`config.mk`:
```
export PLATFORM = sky130hd
export DESIGN_NAME = dual_wr_regfile
export DESIGN_NICKNAME = d
export VERILOG_FILES = /design/src/rtl/dual_wr_regfile.sv
export SDC_FILE = /design/constraint.sdc
export NUM_CORES = 2
export LEC_CHECK = 0
export ABC_AREA = 1
export BUFFER_PORTS_ARGS = -buffer_cell sky130_fd_sc_hd__buf_4
export CORE_ASPECT_RATIO = 2
export CORE_MARGIN = 3
export CORE_UTILIZATION = 30
export CTS_BUF_LIST = sky130_fd_sc_hd__clkbuf_4 sky130_fd_sc_hd__clkbuf_8
export CTS_CLUSTER_DIAMETER = 150
export CTS_CLUSTER_SIZE = 8
export DETAILED_ROUTE_END_ITERATION = 10
export PLACE_DENSITY = 0.56
export SETUP_SLACK_MARGIN = 0.4
export SLEW_MARGIN = 20
export SYNTH_ARGS = -nofsm -noshare
export SYNTH_HDL_FRONTEND = slang
export SYNTH_SLANG_ARGS = --single-unit
```
`constraint.sdc`:
```
create_clock -name clk -period 1.35 [get_ports clk]
set_input_delay 0.135 -clock clk [delete_from_list [all_inputs] [get_ports clk]]
set_output_delay 0.135 -clock clk [all_outputs]
set_load 0.05 [all_outputs]
```
`src/rtl/dual_wr_regfile.sv`:
```
module dual_wr_regfile #(
  parameter int DW = 32,
  parameter int NREG = 32,
  localparam int AW = $clog2(NREG)
) (
  input  logic          clk,
  input  logic          rst,
  input  logic [AW-1:0] ra_addr,
  output logic [DW-1:0] ra_data,
  input  logic [AW-1:0] rb_addr,
  output logic [DW-1:0] rb_data,
  input  logic          wa_en,
  input  logic [AW-1:0] wa_addr,
  input  logic [DW-1:0] wa_data,
  input  logic          wb_en,
  input  logic [AW-1:0] wb_addr,
  input  logic [DW-1:0] wb_data
);
  logic [DW-1:0] regs [NREG];

  for (genvar i = 1; i < NREG; i++) begin : g_reg
    wire hit_a = wa_en && (wa_addr == AW'(i));
    wire hit_b = wb_en && (wb_addr == AW'(i));
    always_ff @(posedge clk) begin
      if (rst)        regs[i] <= '0;
      else if (hit_b) regs[i] <= wb_data;
      else if (hit_a) regs[i] <= wa_data;
    end
  end

  assign regs[0] = '0;
  assign ra_data = regs[ra_addr];
  assign rb_data = regs[rb_addr];
endmodule


```
Word-level counts from Yosys, hierarchy flattened. Cells that the tools add are included.

Output and inout port bits: 64. Register bits: 992. Bits of input ports: 88.

Equal/unequal tests: 62. Reduce and logical (&&, ||, !) cells: 93. Mux-type cells: 68. Bitwise gates (word level): 2. $lt $le $gt $ge: 2.

Operators by type and width (count): $mux W32 (66); $bmux W32 S5 (2); $eq A5 B5 Y1 const B (32); $eq A5 B4 Y1 const B (16); $logic_and A1 B1 Y1 (62); $reduce_bool A2 Y1 (31); $eq A5 B3 Y1 const B (8); $eq A5 B2 Y1 const B (4); $ge A6 B6 Y1 const B (2); $not A5 Y6 (2); $eq A5 B1 Y1 const B (2).

Logic depth before layout (Yosys ltp).
Depth after elaboration: 4. Mapped depth: 13. Depth with buffers taken out: 9.

Worst setup path after synthesis. Ideal clock, no wire load.

Kind: input to output. From: input ra_addr[0]. To: output ra_data[23]. Setup slack: -0.357 ns. Stages: 13. Data arrival time: 1.572 ns. Data required time: 1.215 ns. Path through: buf_2 -> inv_1 -> buf_2 -> buf_2 -> buf_2 -> nand2_1 -> nand3_1 -> nand3_1 -> nand2_1 -> nand2_1 -> nand2_1 -> nand2_1 -> nand2_1.

Word-level cells in the longest chain between the ends: 4.

RTL lines: from (decl) (RTL line 8) `input logic [AW-1:0] ra_addr,`; $not A5 Y6 (implied by the code) (RTL line 32) `assign ra_data = regs[ra_addr];`; $bmux W32 S5 (RTL line 32); $mux W32 (implied by the code) (2 in series) (RTL line 32); to (decl) (RTL line 9) `output logic [DW-1:0] ra_data,`.

No other way between the ends. The select of a mux whose other input is x is not followed.

Worst setup path in the final report.
From: register regs[489] (netlist name). To: output rb_data[9].

Word-level cells in the longest chain between the ends: 3.

RTL lines: from (decl) (RTL line 19) `logic [DW-1:0] regs [NREG];`; from (signal, indexed assignment) (RTL line 26) `else if (hit_b) regs[i] <= wb_data;`; from (signal, indexed assignment) (RTL line 27) `else if (hit_a) regs[i] <= wa_data;`; $bmux W32 S5 (RTL line 33) `assign rb_data = regs[rb_addr];`; $mux W32 (implied by the code) (2 in series) (RTL line 33); to (decl) (RTL line 11) `output logic [DW-1:0] rb_data,`.

No other way between the ends. The select of a mux whose other input is x is not followed.

==> results.toml <==
[global_route]
grt_pass1_vias = 78203
use_met3 = 0.0525
track_usage = 0.347
use_met1 = 0.373
gr-max-usage-layer = "met2"
grt-ovfl-total = 0
grt_max_degree = 64
antenna_found_initial = 11
grt_pass1_wl_mm = 562
use_met2 = 0.573

[detailed_routing]
post_drt_wl_per_cell_um = 27.8
ant_nets = 0
route.detailed.drc = 0
drt_iter0_drc = 9785
viasPerCell = 5.80
vias = 84107
wl_mm = 403
first_pass_iters = 9

[power_and_ir_drop]
combPwrFrac = 0.258
peakVddDrop_v = 0.000640
total_power_mw = 72.1
intPower_mw = 46.0
p_leak_nw = 39.3
p_sw_frac = 0.362
p_sw_mw = 26.1
power_density_nw_per_um2 = 810
seq_power_share = 0.419
pwr-share-clk = 0.323

[critical_path]
slowest_delay_ns = 0.38
crit_top_cell = "nand2_4"
crit_type = "reg2out"
cp.arrival_ns = 2.27
slowest_stage = "dfxtp_4"
path_max_fanout = 3
path_cells = "nand2_1 -> nand3_1 -> nand3_1 -> nand2_2 -> nand2_2 -> nand2_4 -> buf_12 -> nand2_4 -> nand2_4 -> buf_8"
end_kind = "output port"
cp-start-kind = "flip-flop"
required_ns = 1.22

[finish]
fin_nets = 11781
finish.utilization = 0.416
largest_reg_flops = 992
top_regs = "regs (992)"
regMostFlops = "regs"
final_common_cell = "nand2_1"
final_cell_mix = "3499 x nand2_1, 1466 x nand3_1, 1137 x a21oi_1, 894 x buf_4, 699 x inv_1"
nFillCells = 22316
drive_gt1_frac = 0.275
synthToLayoutAreaGrowth_pct = 37.4
postLayoutCellArea_um2 = 89000

[run]
cap_violations = 0

[floorplanning]
fp.dieArea_um2 = 222000
die_h_um = 663
initial_core_util = 0.303
die_x_um = 335
pin_count = 152
coreArea_um2 = 214000
floorplan.rows = 240

[timing]
rsz0062_at_grt = "yes"
setup_viol = 64
slew_headroom = 0.555
fmax_mhz = 416
worst_slack_ns = -1.05
period_share = 1.78
hold_viol = 0
fin_skew_ns = 0
fin_tns_setup_ns = -61.32
worst_slew_pin_slew_ns = 0.667
report.final.slew_viol_count = 0
period_needed_ns = 2.40

[synthesis]
synth.top_cells.by_area = "dfxtp_1 31%, nand2_1 24%, nand3_1 14%"
synth_edf_count = 0
syn_area_um2 = 64800
async_flop_share = 0
synth_top_area_frac = 0.307
yosysWarnings = 0
ys.flop_type = "dfxtp_1"
ys_ff_latch = 992
avgSynthCellArea_um2 = 5.79
syn_inst = 11181
syn-num-nets = 11269
yosysSeqAreaShare = 0.307
synth_cell_types = 24
synth_top_cell_by_area = "dfxtp_1"

[placement]
gp_congestion = 1.00
hpwl_mm = 278
portBuffers = 151
placed_area_um2 = 79800

[clock_network]
cts_tree = "built"
cts-root-buf = "clkbuf_8"
cts_sinks = 992
cts_buffers = 149
htreeDepth = 4
clock_path_buffers = 4
clk_latency_ns = 0.90
path_clk_slew_ns = 0.08

[worst_hold_path]
hold_class = "in2reg"

[outcome]
status = "finished, violations left"
violations = "setup timing"
routing by layer:
layer	share of wire	vias to the layer above
li1	-	37623
met2	0.46	5286
met3	0.078	1827
met4	0.12	6
met5	0.000092	-
met1	0.34	39365
cells in the mapped netlist (all sizes together) (2+ instances only):
library cell / count
a21oi: 1146
a31oi: 3
buf: 326
clkbuf: 755
clkinv: 6
dfxtp: 992
inv: 754
nand2: 4174
nand3: 1795
nand4: 2
nor2: 40
o211ai: 448
o21ai: 736
or2: 3
cells by family after synthesis:
| family | after synthesis | share of synthesized area |
|---|---|---|
| AND/OR/NAND/NOR | 6015 | 0.385 |
| buffers and inverters | 1841 | 0.111 |
| flip-flops | 992 | 0.307 |
| AO/OA/AOI/OAI | 2333 | 0.198 |
repair_timing:
item / in CTS / in global routing
hold endpoints to repair: 991 / 0
cloned: 0 / 4
pin swaps: 211 / 405
hold buffers: 68 / 0
gates resized for setup: 1099 / 860
buffers inserted: 9 / 36
setup endpoints to repair: 99 / 281
stage by stage:
stage | hold WS, ns | setup slack, ns | std cells
CTS | -0.0393 | -1.09 | 14438
floorplan | 0.318 | -0.0326 | 11181
global route | 0.0304 | -1.13 | 14480
detailed placement | 0.454 | -0.885 | 14208
finish | 0.0291 | -1.05 | 14490
global placement | 0.450 | -0.944 | 14208
critical path, delay by kind of cell (launching register included):
family	cells	cell delay, ns
buf+inv	2	0.27
flops	1	0.38
simple gates	8	0.67
power groups by stage:
| stage | Sequential [mW] | Combinational (mW) | Clock [mW] |
|---|---|---|---|
| after floorplan | 30.7 | 7.86 | 0 |
| after global placement | 30.9 | 16.0 | 0 |
| after detailed placement | 30.9 | 16.0 | 0 |
| after CTS | 30.2 | 17.4 | 23.7 |
| after global routing | 30.2 | 19.2 | 24.3 |
| final | 30.2 | 18.6 | 23.3 |
path summary, 6_finish.rpt:
check / start / slack (ns) / to / cells after the start
max: regs[489] / -1.05 / rb_data[9] / 10
min: wb_addr[1] / 0.03 / regs[859] / 9
max reg2reg: regs[526] / 0.39 / regs[526] / 6
min reg2reg: regs[865] / 0.46 / regs[865] / 2
cell type report:
cell class              instances  area, µm²  share of cell area
diodes                         12       30.0            0.000337
multi-input cells            8348      43100               0.484
repair buffers               1442      16600               0.186
inverters                     760       2990              0.0336
well taps                    2783       3480              0.0391
flip-flops and latches        992      20800               0.233
clock inverters                 1       8.76           0.0000984
clock buffers                 152       2090              0.0235
Power figures use the tool's default switching activity.
